--- config.mk ---
export PLATFORM = sky130hd
export DESIGN_NAME = sprite_page_dma
export DESIGN_NICKNAME = d
export VERILOG_FILES = /design/src/rtl/spdma_pkg.sv /design/src/rtl/spdma_start_ctl.sv /design/src/rtl/spdma_seq.sv /design/src/rtl/spdma_addr_gen.sv /design/src/rtl/sprite_page_dma.sv
export SDC_FILE = /design/constraint.sdc
export NUM_CORES = 1
export LEC_CHECK = 0
export BUFFER_PORTS_ARGS = -buffer_cell sky130_fd_sc_hd__buf_2
export CELL_PAD_IN_SITES_DETAIL_PLACEMENT = 1
export CELL_PAD_IN_SITES_GLOBAL_PLACEMENT = 1
export CORE_MARGIN = 2
export CORE_UTILIZATION = 38
export CTS_CLUSTER_DIAMETER = 200
export DETAILED_ROUTE_END_ITERATION = 8
export GPL_ROUTABILITY_DRIVEN = 0
export HOLD_SLACK_MARGIN = 0.08
export PLACE_DENSITY = 0.82
export SLEW_MARGIN = 10
export SYNTH_ARGS = -nofsm -noshare
export SYNTH_HDL_FRONTEND = slang
export SYNTH_SLANG_ARGS = --single-unit
--- constraint.sdc ---
create_clock -name clk -period 4.8 [get_ports clk]
set_input_delay 0.72 -clock clk [delete_from_list [all_inputs] [get_ports clk]]
set_output_delay 0.72 -clock clk [all_outputs]
set_load 0.02 [all_outputs]
--- src/rtl/spdma_pkg.sv ---
package spdma_pkg;

    // Sequencer phases of one page transfer
    typedef enum logic [1:0] {
        ST_IDLE  = 2'd0,
        ST_HALT  = 2'd1,
        ST_ALIGN = 2'd2,
        ST_XFER  = 2'd3
    } seq_state_e;

endpackage

--- src/rtl/spdma_start_ctl.sv ---
// Holds the page number and the pending request until an instruction boundary.
module spdma_start_ctl #(
    parameter int PAGE_W = 8
) (
    input  logic              clk,
    input  logic              rst_n,
    input  logic              trig_wr_i,
    input  logic [PAGE_W-1:0] trig_data_i,
    input  logic              busy_i,
    input  logic              sync_i,
    input  logic              cpu_rw_i,
    input  logic              start_ack_i,
    output logic              start_o,
    output logic [PAGE_W-1:0] page_o
);

    typedef struct packed {
        logic              pend;
        logic [PAGE_W-1:0] page;
    } regs_t;

    regs_t regs_d, regs_q;

    always_comb begin
        regs_d = regs_q;
        if (start_ack_i) begin
            regs_d.pend = 1'b0;
        end else if (trig_wr_i && !busy_i) begin
            // repeated writes before the boundary keep only the newest value
            regs_d.pend = 1'b1;
            regs_d.page = trig_data_i;
        end
    end

    always_ff @(posedge clk) begin
        if (!rst_n) begin
            regs_q <= '0;
        end else begin
            regs_q <= regs_d;
        end
    end

    // the CPU can be held only while it reads, so the boundary must be a read
    assign start_o = regs_q.pend && sync_i && cpu_rw_i && !busy_i;
    assign page_o  = regs_q.page;

endmodule

--- src/rtl/spdma_seq.sv ---
// Wait / alignment / copy sequencer.
module spdma_seq
    import spdma_pkg::*;
#(
    parameter int IDX_W = 8
) (
    input  logic             clk,
    input  logic             rst_n,
    input  logic             start_i,
    input  logic             odd_i,
    output logic             start_ack_o,
    output logic             busy_o,
    output logic             rdy_o,
    output logic             own_o,
    output logic             rd_phase_o,
    output logic [IDX_W-1:0] idx_o
);

    localparam int CNT_W = IDX_W + 1;
    localparam logic [CNT_W-1:0] LAST_BEAT = '1;

    typedef struct packed {
        seq_state_e       state;
        logic [CNT_W-1:0] beat;
    } regs_t;

    regs_t regs_d, regs_q;

    always_comb begin
        regs_d = regs_q;
        unique case (regs_q.state)
            ST_IDLE: begin
                if (start_i) begin
                    regs_d.state = ST_HALT;
                end
            end
            ST_HALT: begin
                regs_d.beat  = '0;
                regs_d.state = odd_i ? ST_ALIGN : ST_XFER;
            end
            ST_ALIGN: begin
                regs_d.state = ST_XFER;
            end
            ST_XFER: begin
                regs_d.beat = regs_q.beat + 1'b1;
                if (regs_q.beat == LAST_BEAT) begin
                    regs_d.state = ST_IDLE;
                    regs_d.beat  = '0;
                end
            end
            default: regs_d.state = ST_IDLE;
        endcase
    end

    always_ff @(posedge clk) begin
        if (!rst_n) begin
            regs_q <= '{state: ST_IDLE, beat: '0};
        end else begin
            regs_q <= regs_d;
        end
    end

    assign start_ack_o = (regs_q.state == ST_IDLE) && start_i;
    assign busy_o      = (regs_q.state != ST_IDLE);
    assign rdy_o       = (regs_q.state == ST_IDLE);
    assign own_o       = (regs_q.state == ST_XFER);
    assign rd_phase_o  = ~regs_q.beat[0];
    assign idx_o       = regs_q.beat[CNT_W-1:1];

endmodule

--- src/rtl/spdma_addr_gen.sv ---
// Address and direction drive for the copy beats.
module spdma_addr_gen #(
    parameter int              ADDR_W    = 16,
    parameter int              PAGE_W    = 8,
    parameter logic [ADDR_W-1:0] PORT_ADDR = 16'h2004
) (
    input  logic                     own_i,
    input  logic                     rd_phase_i,
    input  logic [PAGE_W-1:0]        page_i,
    input  logic [ADDR_W-PAGE_W-1:0] idx_i,
    output logic [ADDR_W-1:0]        addr_o,
    output logic                     rw_o
);

    always_comb begin
        addr_o = '0;
        rw_o   = 1'b1;
        if (own_i) begin
            rw_o   = rd_phase_i;
            addr_o = rd_phase_i ? {page_i, idx_i} : PORT_ADDR;
        end
    end

endmodule

--- src/rtl/sprite_page_dma.sv ---
module sprite_page_dma #(
    parameter int                ADDR_W    = 16,
    parameter int                PAGE_W    = 8,
    parameter logic [ADDR_W-1:0] PORT_ADDR = 16'h2004
) (
    input  logic              clk,
    input  logic              rst_n,
    input  logic              trig_wr_i,
    input  logic [PAGE_W-1:0] trig_data_i,
    input  logic              sync_i,
    input  logic              cpu_rw_i,
    input  logic              odd_cycle_i,
    output logic              rdy_o,
    output logic [ADDR_W-1:0] addr_o,
    output logic              rw_o,
    output logic              bus_own_o,
    output logic              busy_o
);

    localparam int IDX_W = ADDR_W - PAGE_W;

    logic              start;
    logic              start_ack;
    logic [PAGE_W-1:0] page;
    logic              rd_phase;
    logic [IDX_W-1:0]  idx;
    logic              busy;

    spdma_start_ctl #(.PAGE_W(PAGE_W)) u_start (
        .clk         (clk),
        .rst_n       (rst_n),
        .trig_wr_i   (trig_wr_i),
        .trig_data_i (trig_data_i),
        .busy_i      (busy),
        .sync_i      (sync_i),
        .cpu_rw_i    (cpu_rw_i),
        .start_ack_i (start_ack),
        .start_o     (start),
        .page_o      (page)
    );

    spdma_seq #(.IDX_W(IDX_W)) u_seq (
        .clk         (clk),
        .rst_n       (rst_n),
        .start_i     (start),
        .odd_i       (odd_cycle_i),
        .start_ack_o (start_ack),
        .busy_o      (busy),
        .rdy_o       (rdy_o),
        .own_o       (bus_own_o),
        .rd_phase_o  (rd_phase),
        .idx_o       (idx)
    );

    spdma_addr_gen #(
        .ADDR_W    (ADDR_W),
        .PAGE_W    (PAGE_W),
        .PORT_ADDR (PORT_ADDR)
    ) u_addr (
        .own_i      (bus_own_o),
        .rd_phase_i (rd_phase),
        .page_i     (page),
        .idx_i      (idx),
        .addr_o     (addr_o),
        .rw_o       (rw_o)
    );

    assign busy_o = busy;

endmodule

==> flow_summary.ini, run 1 <==
[global_route]
grt_max_degree = 19
grt_overflow = 0
use_met2_pct = 35.0
grt-busiest-layer = met2
use_met1_pct = 26.1
grt_pass1_wl_um = 5380
grt_pass1_vias = 1143
use_met3_pct = 2.86
grt.total_usage_pct = 20.4
antenna_found_initial = 0

[finish]
multi_input_area_um2 = 651
final_cells = 200
n_fill_cell = 347
drive_gt1_share_pct = 22.5
fin_area_um2 = 1330
diodes = 0
area_delta_synth_final_pct = 18.2
nets = 190
seq_area_um2 = 400

[outcome]
status = complete, no violations

[power]
cellLeakagePower_nw = 0.572
power.density_nw_per_um2 = 365
p_total_mw = 0.485
vdd_drop_max_mv = 0.216

[setup_path]
endpoint_kind = primary output
crit_type = reg -> out
cp-start-kind = flop
required_ps = 4080
crit_arrival_ps = 2180
critPathMaxFanout = 13

[run]
cap_violations = 0

[sta]
hold_ws_ps = 489
tns_ps = 0
maxSlewViolCount = 0
setup_violations = 0
finClkSkew_ps = 7.75
max_freq_mhz = 345
tightestPinTransition_ps = 952
relSlewSlack_pct = 36.4
rsz0062_at_grt = false
period_minus_slack_ps = 2900
hold_violations = 0
period_share_pct = 60.4

[floorplanning]
io_pins = 34
start_util_pct = 40.4
fp.coreArea_um2 = 2780
die_w_um = 58.3
die_h_um = 58.3
rows = 19
die-area_um2 = 3400

[cts]
cts_buffers = 3
cts.reportedPaths.clkPinSlew_ps = 130
ctsResizeCount = 0
tritoncts = done
cts_setup_buffers = 0
cts.sinks = 20
holdBufCountCts = 0
clock_path_buffers = 2
ctsHtreeMaxLevel = 1
clockRootBuffer = clkbuf_4
clkLatencyLatePin_ps = 310

[logic_synthesis]
netlist-cell-type-count = 34
syn_nets = 161
avgSynthCellArea_um2 = 7.96
synth_seq_cells = 20
yosysWarnings = 0
synth_seq_area_share_pct = 35.7
syn_area_um2 = 1120
syn_inst = 141

[detailed_routing]
wl_per_cell_um = 15.8
via_per_inst = 5.69
wl_um = 3150
vias = 1137
ant_nets = 0
drc = 0
first_pass_iters = 4
drt_iter0_drc = 56

[placed_design]
dp_hpwl_um = 2280
io_buffers = 33
dp_cells = 196
placed_cell_area_um2 = 1270

[worst_hold_path]
hold_class = reg -> reg
-- metal layers --
| layer | share of wire [%] | vias up |
|---|---|---|
| met3 | 4.2 | 4 |
| met2 | 50 | 23 |
| met5 | 0 | - |
| met4 | 1.2 | 0 |
| met1 | 45 | 552 |
| li1 | - | 558 |
-- flip-flops by register name, summed over array words and instances, names as in the netlist --
name / cells
u_seq.idx_o: 8
u_start.page_o: 8
u_seq.regs_q: 3
u_start.regs_q: 1
-- synthesized netlist by cell type, drive strengths merged --
| master | count | area, um^2 |
|---|---|---|
| or4 | 3 | 22.5 |
| or3 | 1 | 6.26 |
| mux2i | 1 | 10.0 |
| nor3b | 2 | 15.0 |
| nand3b | 1 | 7.51 |
| nor2b | 3 | 18.8 |
| a211o | 1 | 8.76 |
| and2 | 15 | 93.8 |
| o211ai | 3 | 22.5 |
| a41oi | 1 | 8.76 |
| clkbuf | 5 | 20.0 |
| nand2b | 1 | 6.26 |
| nand3 | 13 | 65.1 |
| inv | 4 | 15.0 |
| a211oi | 1 | 7.51 |
| o41ai | 1 | 8.76 |
| nand4 | 2 | 18.8 |
| o22ai | 1 | 6.26 |
| a31oi | 2 | 12.5 |
| a21oi | 17 | 85.1 |
| and3 | 1 | 6.26 |
| nand2 | 12 | 45.0 |
| clkinv | 1 | 3.75 |
| o221ai | 1 | 8.76 |
| buf | 4 | 32.5 |
| o21a | 2 | 15.0 |
| nor2 | 5 | 18.8 |
| dfxtp | 20 | 400 |
| ha | 6 | 75.1 |
| o21ai | 10 | 50.1 |
| or2b | 1 | 7.51 |
-- placed cells by master (no fill, tap or decap), drive strengths merged, types with 2 or more instances in the layout --
| cell type | count |
|---|---|
| nand4 | 2 |
| o211ai | 3 |
| buf | 33 |
| nor3b | 2 |
| nand3 | 13 |
| dfxtp | 20 |
| ha | 6 |
| or4 | 3 |
| nor2 | 5 |
| inv | 4 |
| nand2 | 12 |
| o21ai | 10 |
| a21oi | 17 |
| a31oi | 2 |
| o21a | 2 |
| nor2b | 3 |
| and2 | 15 |
| clkbuf | 3 |
-- area by class of cell --
class / count / area share [%]
clock inverter: 1 / 2.26
sequential: 20 / 30.2
clock buffer: 3 / 1.70
tap: 31 / 2.92
multi-input combinational: 107 / 49.1
inverter: 5 / 1.42
timing repair buffer: 33 / 12.5
-- critical path, stage by stage (launching register included) --
cell	delay, ps
dfxtp_1	400
ha_1	420
nor2b_1	650
and2_1	230
buf_2	160
-- per-stage QoR --
step / worst slack, ps / utilization [%]
after global routing: 1670 / 47.7
after CTS: 1880 / 47.7
after floorplan: 2560 / -
after detailed placement: 2270 / 45.8
final: 1900 / 47.7
after global placement: 2400 / 45.8
-- final timing paths --
path	from	end	depth (start not counted)	slack (ps)
min reg2reg	u_start.page_o[1]	u_start.page_o[1]	2	490
max	u_seq.regs_q[10]	addr_o[12]	4	1900
max reg2reg	u_seq.regs_q[0]	u_seq.idx_o[2]	7	2440
min	u_start.page_o[1]	u_start.page_o[1]	2	490
-- where the power goes --
group          total [mW]  internal (mW)  switching [mW]  leakage (nW)
logic               0.146         0.0496          0.0966         0.381
clock network       0.143         0.0844          0.0582        0.0279
registers           0.196          0.184          0.0116         0.163
-- cell families after synthesis --
| family | count (synthesis) | synth area share (%) |
|---|---|---|
| buf+inv | 14 | 6.35 |
| mux | 1 | 0.892 |
| simple gates | 60 | 29.5 |
| fa+ha+maj | 6 | 6.69 |
| flops | 20 | 35.7 |
| compound gates | 40 | 20.8 |
Note: power is estimated with default switching activity, not from simulation.
==> run 2, diff against run 1 <==
--- a/config.mk
+++ b/config.mk
@@ -9,12 +9,12 @@
 export CELL_PAD_IN_SITES_DETAIL_PLACEMENT = 1
 export CELL_PAD_IN_SITES_GLOBAL_PLACEMENT = 1
 export CORE_MARGIN = 2
-export CORE_UTILIZATION = 38
+export CORE_UTILIZATION = 36
 export CTS_CLUSTER_DIAMETER = 200
 export DETAILED_ROUTE_END_ITERATION = 8
 export GPL_ROUTABILITY_DRIVEN = 0
 export HOLD_SLACK_MARGIN = 0.08
-export PLACE_DENSITY = 0.82
+export PLACE_DENSITY = 0.78
 export SLEW_MARGIN = 10
 export SYNTH_ARGS = -nofsm -noshare
 export SYNTH_HDL_FRONTEND = slang
==> constraint.sdc (replaced) <==
create_clock -name clk -period 2.85 [get_ports clk]
set_input_delay 0.4275 -clock clk [delete_from_list [all_inputs] [get_ports clk]]
set_output_delay 0.4275 -clock clk [all_outputs]
set_load 0.02 [all_outputs]
==> flow_summary.ini, run 2 (synthesis gave the netlist of run 1 again) <==
[finish]
fin_util_pct = 44.5
multi_input_area_um2 = 651
seq_area_um2 = 400
n_fill_cell = 387
drive_gt1_share_pct = 22.9
area_delta_synth_final_pct = 19.1
final_cells = 203
nets = 191
fin_area_um2 = 1340
diodes = 0
final_cell_mix = buf_2, dfxtp_1, a21oi_1
final_common_cell = buf_2

[cts]
clkLatencyLatePin_ps = 320
holdBufCountCts = 0
ctsHtreeMaxLevel = 1
cts_setup_buffers = 0
clockRootBuffer = clkbuf_4
ctsResizeCount = 0
cts.reportedPaths.clkPinSlew_ps = 130
cts_buffers = 3
tritoncts = done
clock_path_buffers = 2
cts.sinks = 20

[global_route]
grt-busiest-layer = met2
grt.total_usage_pct = 18.3
use_met2_pct = 32.8
use_met3_pct = 1.95
use_met1_pct = 21.8
grt_max_degree = 19
antenna_found_initial = 0
grt_overflow = 0
grt_pass1_wl_um = 4950
grt_pass1_vias = 1139

[detailed_routing]
wl_per_cell_um = 15.0
via_per_inst = 5.54
drc = 0
vias = 1125
ant_nets = 0
wl_um = 3050
drt_iter0_drc = 10
first_pass_iters = 4

[sta]
tns_ps = 0
period_share_pct = 88.2
period_minus_slack_ps = 2510
maxSlewViolCount = 0
setup_violations = 0
max_freq_mhz = 398
tightestPinTransition_ps = 639
rsz0062_at_grt = false
relSlewSlack_pct = 57.3
hold_violations = 0
finClkSkew_ps = 7.26
hold_ws_ps = 337

[floorplanning]
start_util_pct = 37.4
die-area_um2 = 3580
fp.coreArea_um2 = 3000
io_pins = 34
rows = 20
die_h_um = 59.8
die_w_um = 59.8

[power]
internal-power_mw = 0.537
p_comb_share_pct = 29.8
cellLeakagePower_nw = 0.578
p_sw_mw = 0.284
vdd_drop_max_mv = 0.320
pwr-share-seq_pct = 40.2
power.density_nw_per_um2 = 614
p_clk_share_pct = 29.9
swShare_pct = 34.5

[setup_path]
crit_arrival_ps = 2090
crit_type = reg -> out
endpoint_kind = primary output
cp-start-kind = flop
critPathMaxFanout = 13
rrSetupSlack_ps = 740
required_ps = 2420

[placed_design]
dp_hpwl_um = 2290
io_buffers = 33
dp_cells = 199
placed_cell_area_um2 = 1280

[outcome]
status = complete, no violations

[run]
cap_violations = 0

[worst_hold_path]
hold_class = in -> reg
## run 2: cell types whose count changed in the layout (fill, tap and decap cells not counted)
cell,previous run,this run
buf_4,0,1
## run 2: path summary, 6_finish.rpt
check | end | start | depth (start not counted)
worst max register to register | u_seq.idx_o[2] | u_seq.regs_q[0] | 8
worst max-delay path | addr_o[9] | u_seq.regs_q[10] | 4
worst min-delay path | u_start.page_o[1] | trig_data_i[1] | 3
worst min register to register | u_start.page_o[1] | u_start.page_o[1] | 2
## run 2: layout make-up
class                      instances  area share (%)
timing repair buffer              34            12.9
sequential                        20            30.0
clock buffer                       3            1.69
clock inverter                     1            2.25
inverter                           5            1.40
tap                               33            3.09
multi-input combinational        107            48.7
## run 2: critical path: stages, from the launching register on
cell and delay (ps):
dfxtp_1 400, ha_1 390, nor2b_1 590, and2_1 230, buf_2 160
## run 2: per-stage QoR
step / total power, mW / setup WS (ps)
2_1_floorplan: 0.515 / 898
3_3_place_gp: 0.567 / 770
3_5_place_dp: 0.582 / 658
4_1_cts: 0.825 / 292
5_1_grt: 0.867 / 128
6_report: 0.821 / 336
## run 2: routing by layer
metal | vias up | part of all wire, %
met5 | - | 0
met4 | 0 | 1.7
met3 | 5 | 2.5
met2 | 15 | 52
met1 | 547 | 44
li1 | 558 | -
## run 2: power groups by stage
stage               combinational, mW  sequential [mW]  clock, mW
floorplan                       0.185            0.329          0
global placement                0.232            0.335          0
CTS                             0.247            0.330      0.248
global route                    0.272            0.335      0.261
finish                          0.245            0.330      0.245
detailed placement              0.246            0.336          0
